[src/rtl/shm_pkg.sv]
package shm_pkg;

  typedef enum logic [1:0] {
    VOTE_HOLD  = 2'd0,
    VOTE_LOWER = 2'd1,
    VOTE_RAISE = 2'd2
  } vote_e;

  // raise has priority over lower
  function automatic vote_e pick_vote(input logic [31:0] cnt,
                                      input logic [31:0] hi,
                                      input logic [31:0] lo);
    if (cnt > hi)      return VOTE_RAISE;
    else if (cnt < lo) return VOTE_LOWER;
    else               return VOTE_HOLD;
  endfunction

endpackage

[src/rtl/shm_capture.sv]
module shm_capture #(
  parameter int NPATH = 8
) (
  input  logic             clk_i,
  input  logic             rst_ni,
  input  logic [NPATH-1:0] data_i,
  input  logic             cap_i,
  input  logic             late_i,
  input  logic [NPATH-1:0] mask_i,
  input  logic             hold_i,
  output logic [NPATH-1:0] err_vec_o,
  output logic             err_any_o,
  output logic [NPATH-1:0] shadow_o,
  output logic             detect_o
);

  logic             late_ok;
  logic [NPATH-1:0] mism;
  logic             err_any_q;

  assign late_ok = late_i & ~hold_i;

  for (genvar g = 0; g < NPATH; g++) begin : g_path
    logic main_q;
    logic shad_q;
    logic ev_q;

    always_ff @(posedge clk_i or negedge rst_ni) begin
      if (!rst_ni) begin
        main_q <= 1'b0;
        shad_q <= 1'b0;
        ev_q   <= 1'b0;
      end else begin
        if (cap_i)   main_q <= data_i[g];
        if (late_ok) shad_q <= data_i[g];
        ev_q <= mism[g];
      end
    end

    // compare against main value held before this edge
    assign mism[g]      = late_ok & ~mask_i[g] & (data_i[g] ^ main_q);
    assign err_vec_o[g] = ev_q;
    assign shadow_o[g]  = shad_q;
  end

  always_ff @(posedge clk_i or negedge rst_ni) begin
    if (!rst_ni) err_any_q <= 1'b0;
    else         err_any_q <= |mism;
  end

  assign err_any_o = err_any_q;
  assign detect_o  = |mism;

endmodule

[src/rtl/shm_flush_ctl.sv]
module shm_flush_ctl #(
  parameter int FLUSH_CYC = 3
) (
  input  logic clk_i,
  input  logic rst_ni,
  input  logic detect_i,
  output logic busy_o,
  output logic flush_o,
  output logic restore_o
);

  localparam int FC_W = $clog2(FLUSH_CYC + 1);
  localparam logic [FC_W-1:0] FC_LOAD = FC_W'(FLUSH_CYC);
  localparam logic [FC_W-1:0] FC_ONE  = FC_W'(1);

  logic [FC_W-1:0] cnt_q;
  logic            flush_q;
  logic            restore_q;

  always_ff @(posedge clk_i or negedge rst_ni) begin
    if (!rst_ni) begin
      cnt_q     <= '0;
      flush_q   <= 1'b0;
      restore_q <= 1'b0;
    end else begin
      flush_q   <= detect_i;
      restore_q <= (cnt_q == FC_ONE) && !detect_i;
      if (detect_i)           cnt_q <= FC_LOAD;
      else if (cnt_q != '0)   cnt_q <= cnt_q - FC_ONE;
    end
  end

  assign busy_o    = (cnt_q != '0);
  assign flush_o   = flush_q;
  assign restore_o = restore_q;

endmodule

[src/rtl/shm_rate_ctl.sv]
module shm_rate_ctl
  import shm_pkg::*;
#(
  parameter int WIN_W = 8,
  parameter int CNT_W = 8
) (
  input  logic             clk_i,
  input  logic             rst_ni,
  input  logic             event_i,
  input  logic [WIN_W-1:0] win_len_i,
  input  logic [CNT_W-1:0] hi_thr_i,
  input  logic [CNT_W-1:0] lo_thr_i,
  output logic             raise_o,
  output logic             lower_o
);

  localparam logic [CNT_W-1:0] CNT_MAX = '1;
  localparam logic [CNT_W-1:0] CNT_ONE = CNT_W'(1);
  localparam logic [WIN_W:0]   WIN_ONE = (WIN_W+1)'(1);

  logic [WIN_W-1:0] wcnt_q;
  logic [WIN_W:0]   wcnt_inc;
  logic             win_end;
  logic [CNT_W-1:0] ecnt_q;
  logic [CNT_W-1:0] ecnt_nxt;
  vote_e            vote;
  logic             raise_q;
  logic             lower_q;

  assign wcnt_inc = {1'b0, wcnt_q} + WIN_ONE;
  assign win_end  = wcnt_inc >= {1'b0, win_len_i};
  assign ecnt_nxt = (event_i && ecnt_q != CNT_MAX) ? ecnt_q + CNT_ONE : ecnt_q;
  assign vote     = pick_vote(32'(ecnt_nxt), 32'(hi_thr_i), 32'(lo_thr_i));

  always_ff @(posedge clk_i or negedge rst_ni) begin
    if (!rst_ni) begin
      wcnt_q  <= '0;
      ecnt_q  <= '0;
      raise_q <= 1'b0;
      lower_q <= 1'b0;
    end else begin
      raise_q <= win_end && (vote == VOTE_RAISE);
      lower_q <= win_end && (vote == VOTE_LOWER);
      if (win_end) begin
        wcnt_q <= '0;
        ecnt_q <= '0;
      end else begin
        wcnt_q <= wcnt_inc[WIN_W-1:0];
        ecnt_q <= ecnt_nxt;
      end
    end
  end

  assign raise_o = raise_q;
  assign lower_o = lower_q;

endmodule

[src/rtl/shadow_err_mon.sv]
module shadow_err_mon #(
  parameter int NPATH     = 8,
  parameter int FLUSH_CYC = 3,
  parameter int WIN_W     = 8,
  parameter int CNT_W     = 8
) (
  input  logic             clk_i,
  input  logic             rst_ni,
  input  logic [NPATH-1:0] data_i,
  input  logic             cap_i,
  input  logic             late_i,
  input  logic [NPATH-1:0] mask_i,
  input  logic [WIN_W-1:0] win_len_i,
  input  logic [CNT_W-1:0] hi_thr_i,
  input  logic [CNT_W-1:0] lo_thr_i,
  output logic [NPATH-1:0] err_vec_o,
  output logic             err_o,
  output logic             flush_o,
  output logic             busy_o,
  output logic             restore_o,
  output logic [NPATH-1:0] restore_data_o,
  output logic             raise_o,
  output logic             lower_o
);

  logic detect;
  logic busy;

  shm_capture #(.NPATH(NPATH)) i_capture (
    .clk_i     (clk_i),
    .rst_ni    (rst_ni),
    .data_i    (data_i),
    .cap_i     (cap_i),
    .late_i    (late_i),
    .mask_i    (mask_i),
    .hold_i    (busy),
    .err_vec_o (err_vec_o),
    .err_any_o (err_o),
    .shadow_o  (restore_data_o),
    .detect_o  (detect)
  );

  shm_flush_ctl #(.FLUSH_CYC(FLUSH_CYC)) i_flush (
    .clk_i     (clk_i),
    .rst_ni    (rst_ni),
    .detect_i  (detect),
    .busy_o    (busy),
    .flush_o   (flush_o),
    .restore_o (restore_o)
  );

  shm_rate_ctl #(.WIN_W(WIN_W), .CNT_W(CNT_W)) i_rate (
    .clk_i     (clk_i),
    .rst_ni    (rst_ni),
    .event_i   (detect),
    .win_len_i (win_len_i),
    .hi_thr_i  (hi_thr_i),
    .lo_thr_i  (lo_thr_i),
    .raise_o   (raise_o),
    .lower_o   (lower_o)
  );

  assign busy_o = busy;

endmodule

[config.mk]
export PLATFORM = sky130hd
export DESIGN_NAME = shadow_err_mon
export DESIGN_NICKNAME = d
export VERILOG_FILES = /design/src/rtl/shm_pkg.sv /design/src/rtl/shm_capture.sv /design/src/rtl/shm_flush_ctl.sv /design/src/rtl/shm_rate_ctl.sv /design/src/rtl/shadow_err_mon.sv
export SDC_FILE = /design/constraint.sdc
export NUM_CORES = 1
export LEC_CHECK = 0
export BUFFER_PORTS_ARGS = -buffer_cell sky130_fd_sc_hd__clkbuf_2
export CORE_ASPECT_RATIO = 1.4
export CORE_MARGIN = 5
export CORE_UTILIZATION = 58
export CTS_CLUSTER_SIZE = 40
export DETAILED_ROUTE_END_ITERATION = 6
export PLACE_DENSITY = 0.88
export SYNTH_ARGS = -nofsm -noshare
export SYNTH_HDL_FRONTEND = slang
export SYNTH_SLANG_ARGS = --single-unit
[constraint.sdc]
create_clock -name clk_i -period 7.65 [get_ports clk_i]
set_input_delay 0.3825 -clock clk_i [delete_from_list [all_inputs] [get_ports clk_i]]
set_output_delay 0.3825 -clock clk_i [all_outputs]
set_load 0.03 [all_outputs]
== Word-level counts from Yosys, hierarchy flattened ==
Index checks and enable logic that the tools add are counted.

* Bits in registers: 46

* Add/subtract/negate cells: 3
* $lt $le $gt $ge: 3
* Eq/ne operators: 4
* Multiplexer cells: 7
* Bitwise operators: 34
* Reductions and logical operators: 8

{| class="wikitable"
|+ Operators with widths
! operator !! count
|-
| $mux W8 || 3
|-
| $and A1 B1 Y1 || 17
|-
| $add A8 B1 Y9 const B || 1
|-
| $ge A9 B8 Y1 || 1
|-
| $not A1 Y1 || 9
|-
| $add A8 B1 Y8 const B || 1
|-
| $gt A8 B8 Y1 || 1
|-
| $lt A8 B8 Y1 || 1
|-
| $ne A8 B8 Y1 const B || 1
|-
| $reduce_or A8 Y1 || 1
|-
| $xor A1 B1 Y1 || 8
|-
| $mux W2 || 3
|-
| $eq A2 B1 Y1 const B || 2
|-
| $logic_and A1 B1 Y1 || 4
|-
| $reduce_bool A2 Y1 || 2
|-
| $eq A2 B2 Y1 const B || 1
|-
| $sub A2 B1 Y2 const B || 1
|-
| $logic_not A1 Y1 || 1
|-
| $mux W1 || 1
|}

== Logic depth before layout (Yosys ltp) ==
* Word-level depth: 13
* Mapped depth: 16
* Gate-level depth less buffers: 14

== By module ==
From an unflattened synthesis, not the netlist that was laid out.

* Cell total of the unflattened synthesis: 264
* Area total of the unflattened synthesis: 2824.0 µm²

{| class="wikitable"
|+ Modules (own cells, without submodules)
! module !! instances !! cells each !! area an instance (µm²)
|-
| shm_rate_ctl || 1 || 161 || 1483.9
|-
| shm_capture || 1 || 89 || 1169.9
|-
| shm_flush_ctl || 1 || 14 || 170.2
|}

== Worst setup path after synthesis ==
No wires, ideal clock.

* Kind: flip-flop to flip-flop
* From: register i_flush.cnt_q[0]
* To: register i_rate.lower_q (netlist: i_rate.lower_o)
* Library setup time: 65 ps
* Data arrival time: 3040 ps
* Data required time: 7585 ps
* Path slack: 4544 ps
* Cell stages (with the launch flop): 17
* Path buffers: 3
* Clock period less this slack: 3106 ps
* Cell sequence: dfrtp_1 > inv_1 > ha_1 > buf_6 > nand3b_1 > o22a_1 > and4_4 > buf_6 > buf_6 > o41ai_1 > nand2_1 > ha_1 > a21o_1 > a21oi_1 > o2111a_1 > o21a_1 > o211a_1

* Cells in the longest elaborated chain, start to end: 13
* Elaborated cells on any way between the ends: 28
* Those cells by class: 2 x order compare; 1 x eq/ne; 3 x mux; 18 x bitwise; 4 x reduce/logical

{| class="wikitable"
|+ RTL lines
! element !! line !! text
|-
| from (decl) || shm_flush_ctl.sv:16 || <nowiki>logic [FC_W-1:0] cnt_q;</nowiki>
|-
| from (signal assigned) || shm_flush_ctl.sv:29 || <nowiki>else if (cnt_q != '0) cnt_q <= cnt_q - FC_ONE;</nowiki>
|-
| $reduce_bool A2 Y1 (*) || shm_flush_ctl.sv:33 || <nowiki>assign busy_o = (cnt_q != '0);</nowiki>
|-
| $not A1 Y1 (*) || shm_capture.sv:21 || <nowiki>assign late_ok = late_i & ~hold_i;</nowiki>
|-
| $and A1 B1 Y1 (*) || shm_capture.sv:21 ||
|-
| $and A1 B1 Y1 (2 in series) || shm_capture.sv:41 || <nowiki>assign mism[g] = late_ok & ~mask_i[g] & (data_i[g] ^ main_q);</nowiki>
|-
| $reduce_or A8 Y1 (*) || shm_capture.sv:52 || <nowiki>assign detect_o = |mism;</nowiki>
|-
| $logic_and A1 B1 Y1 (*) || shm_rate_ctl.sv:32 || <nowiki>assign ecnt_nxt = (event_i && ecnt_q != CNT_MAX) ? ecnt_q + CNT_ONE : ecnt_q;</nowiki>
|-
| $mux W8 (*) || shm_rate_ctl.sv:32 ||
|-
| $lt A8 B8 Y1 || shm_pkg.sv:14 || <nowiki>else if (cnt < lo) return VOTE_LOWER;</nowiki>
|-
| $mux W1 || shm_pkg.sv:14 ||
|-
| $mux W2 (*) || shm_pkg.sv:13 || <nowiki>if (cnt > hi) return VOTE_RAISE;</nowiki>
|-
| $eq A2 B1 Y1 (*) || shm_rate_ctl.sv:43 || <nowiki>lower_q <= win_end && (vote == VOTE_LOWER);</nowiki>
|-
| $logic_and A1 B1 Y1 (*) || shm_rate_ctl.sv:43 ||
|-
| to (signal assigned) || shm_rate_ctl.sv:43 ||
|-
| to (decl) || shm_rate_ctl.sv:28 || <nowiki>logic lower_q;</nowiki>
|}

Mark *: on every way between the ends. The rest lies on a longest branch, timed or not.
A chain may end at the register's enable or synchronous reset.

== Final worst setup path ==
Ends and elaborated chain as after synthesis.

==> results.json <==
{
  "run_status": "finished clean",
  "vias_per_cell": 5.32,
  "reg2regPathDepth": 13,
  "area_growth_syn_to_layout_pct": 12.8,
  "clock_sinks": 46,
  "insertion_delay_ns": 0.30,
  "p_leak_nw": 1.68,
  "pwr-share-seq": 0.368,
  "max_clock_freq_ghz": 0.295,
  "ctsHoldBuffers": 0,
  "yosys.area.top_type": "dfrtp_1",
  "wl_mm": 5.14,
  "r2r_start": "i_flush.cnt_q[0]",
  "power_density_nw_per_um2": 307,
  "drive_gt1_frac": 0.296,
  "synth_edf_count": 0,
  "critical_path_required_ns": 7.88,
  "busiest_layer": "met2",
  "num_antenna_cells": 0,
  "cp-end-kind": "flip-flop",
  "ys_warn_count": 0,
  "grt_pass1_wl_mm": 8.76,
  "rsz0062_at_grt": "no",
  "cp-endpoint": "i_rate.lower_o",
  "dr.pass1.iters": 4,
  "cts_inserted_buffers": 5,
  "ys.flop_type": "dfrtp_1",
  "yosys.area_share.simple": 0.155,
  "synth.top_cell.area_share": 0.411,
  "yosys.cell_count.top_type": "dfrtp_1",
  "report.final.slew_viol_count": 0,
  "hold_violations": 0,
  "synth-seq-area-share": 0.411,
  "final-setup-viol-count": 0,
  "clockRootBuffer": "clkbuf_8",
  "core_area_um2": 4770,
  "place_inst": 387,
  "crit_type": "flip-flop to flip-flop",
  "setup_tns_ns": 0,
  "cp.arrival_ns": 3.62,
  "drc_errors": 0,
  "crit_start": "i_flush.cnt_q[0]",
  "synth_top_family_by_area": "simple AND/OR/NAND/NOR gates",
  "die-height_um": 92.3,
  "synth_compound_area_frac": 0.0968,
  "async_flop_share": 1.00,
  "tritoncts": "yes",
  "dp_hpwl_mm": 4.21,
  "fin_cells": 395,
  "vias": 2102,
  "globalRouteMet3Util": 0.0331,
  "muxShareOfSynthArea": 0.0683,
  "r2r_slack_ns": 4.26,
  "overflow": 0,
  "p_switching_w": 0.000386,
  "met2_usage": 0.313,
  "p_clk_frac": 0.185,
  "antenna_found_initial": 0,
  "ys_ff_latch": 46,
  "drv_cap": 0,
  "cp_max_fo": 16,
  "gr-usage-met1": 0.209,
  "synth_common_cells": "46 x dfrtp_1, 30 x inv_1, 27 x ha_1",
  "cts_setup_buffers": 0,
  "rr_endpoint": "i_rate.lower_o",
  "avgSynthCellArea_um2": 10.0,
  "clock_path_buffers": 2,
  "io_buffers": 65,
  "wl_per_cell_um": 13.0,
  "fp.dieW_um": 68.8,
  "clk_pin_slew_ns": 0.09,
  "post-route-period-util": 0.443,
  "slew_headroom": 0.630,
  "syn-num-nets": 350,
  "synth_cell_type_count": 39,
  "synth_area_leaders": "dfrtp_1 41%, ha_1 12%, mux2_2 6.8%",
  "globalplace.congestion": 0.859,
  "row_count": 30,
  "ant_nets": 0,
  "track_usage": 0.178,
  "synth_fa_ha_area_frac": 0.120,
  "cellInternalPower_w": 0.000585,
  "skew_ns": 0.00925,
  "p_sw_frac": 0.398,
  "drt-initial-drc-count": 50,
  "cts_resized": 0,
  "nNetsFinal": 401,
  "peakVddDrop_mv": 0.221,
  "grt_max_degree": 47,
  "start_util": 0.588,
  "synthesis.area_um2": 2800,
  "dieArea_um2": 6340,
  "layout_min_cycle_time_ns": 3.39,
  "hold_path.class": "input port to asynchronous set/reset pin",
  "start_kind": "flip-flop",
  "grt_pass1_vias": 2122,
  "htreeDepth": 2,
  "ioPinCount": 66,
  "tightest_slew_ns": 0.554,
  "netlist_instances": 279,
  "synth_xor_area_frac": 0.0469,
  "combPwrFrac": 0.447
}
==> placed cells by master (no fill, tap or decap), drive strengths merged, types with 3 or more instances in the layout <==
| cell | count |
|---|---|
| nand3b | 8 |
| nor2 | 16 |
| nand2 | 20 |
| xnor2 | 13 |
| nor2b | 7 |
| nand4 | 5 |
| a21oi | 14 |
| o21ai | 5 |
| mux2 | 17 |
| o22a | 4 |
| ha | 27 |
| or4 | 3 |
| a21o | 4 |
| inv | 31 |
| dfrtp | 46 |
| nand3 | 10 |
| clkbuf | 70 |
==> per-layer routing <==
metal	vias up	wire length (um)
met5	-	0
met4	0	68
met3	6	232
met2	50	2740
met1	1002	2100
li1	1044	-
==> logic make-up after synthesis <==
| family | count (synthesis) |
|---|---|
| multiplexers | 17 |
| buffers and inverters | 53 |
| XOR/XNOR | 15 |
| AND/OR/NAND/NOR | 81 |
| adder cells (fa/ha/maj) | 27 |
| AO/OA/AOI/OAI | 40 |
| flip-flops | 46 |
==> metrics by stage <==
stage / util / hold WS, ns / area (um2) / total power (W) / worst slack [ns]
2_1_floorplan: - / 0.0869 / 2800 / 0.000731 / 4.54
3_3_place_gp: 0.640 / 0.489 / 3050 / 0.000782 / 4.46
3_5_place_dp: 0.640 / 0.497 / 3050 / 0.000800 / 4.31
4_1_cts: 0.664 / 0.168 / 3160 / 0.000981 / 4.27
5_1_grt: 0.664 / 0.184 / 3160 / 0.00105 / 4.00
6_report: 0.664 / 0.144 / 3160 / 0.000971 / 4.26
==> final cells by class <==
type / instances / area [um2]
inverters: 30 / 113
multi-input cells: 180 / 1370
clock inverters: 3 / 43.8
fillers: 402 / 1600
flip-flops and latches: 46 / 1150
well taps: 64 / 80.1
repair buffers: 67 / 340
clock buffers: 5 / 68.8
==> power groups by stage <==
stage,sequential (W),combinational [W],clock [W]
detailed placement,0.000361,0.000438,0
CTS,0.000357,0.000440,0.000184
global placement,0.000360,0.000422,0
finish,0.000357,0.000434,0.000180
global route,0.000368,0.000488,0.000196
floorplan,0.000364,0.000367,0
==> worst min-delay path by stage <==
| stage | from | endpoint | slack, ns |
|---|---|---|---|
| after global routing | rst_ni | i_capture.g_path[7].shad_q | 0.18 |
| after floorplan | rst_ni | i_capture.g_path[0].ev_q | 0.09 |
| after detailed placement | rst_ni | i_capture.g_path[7].main_q | 0.50 |
| final | rst_ni | i_capture.g_path[7].shad_q | 0.14 |
| after global placement | i_flush.cnt_q[1] | i_flush.cnt_q[1] | 0.49 |
| after CTS | rst_ni | i_capture.g_path[7].shad_q | 0.17 |
==> sequential cells by signal, indices dropped and copies added (netlist names) <==
name	flops
i_capture.g_path.ev_q	8
i_capture.g_path.main_q	8
i_capture.g_path.shad_q	8
i_flush.cnt_q	2
i_flush.flush_o	1
i_flush.restore_o	1
i_rate.ecnt_q	8
i_rate.lower_o	1
i_rate.raise_o	1
i_rate.wcnt_q	8
==> worst max-delay path: stages (launching register included) <==
cell and delay, ns:
dfrtp_1 0.42, inv_1 0.07, ha_1 0.44, nand3b_1 0.16, o22a_1 0.23, and4_4 0.25
o41ai_1 0.46, nand2_1 0.14, ha_1 0.32, a21o_1 0.18, a21oi_1 0.19, o2111a_1 0.23
o21a_1 0.12, o211a_1 0.13
Power figures use the tool's default switching activity.
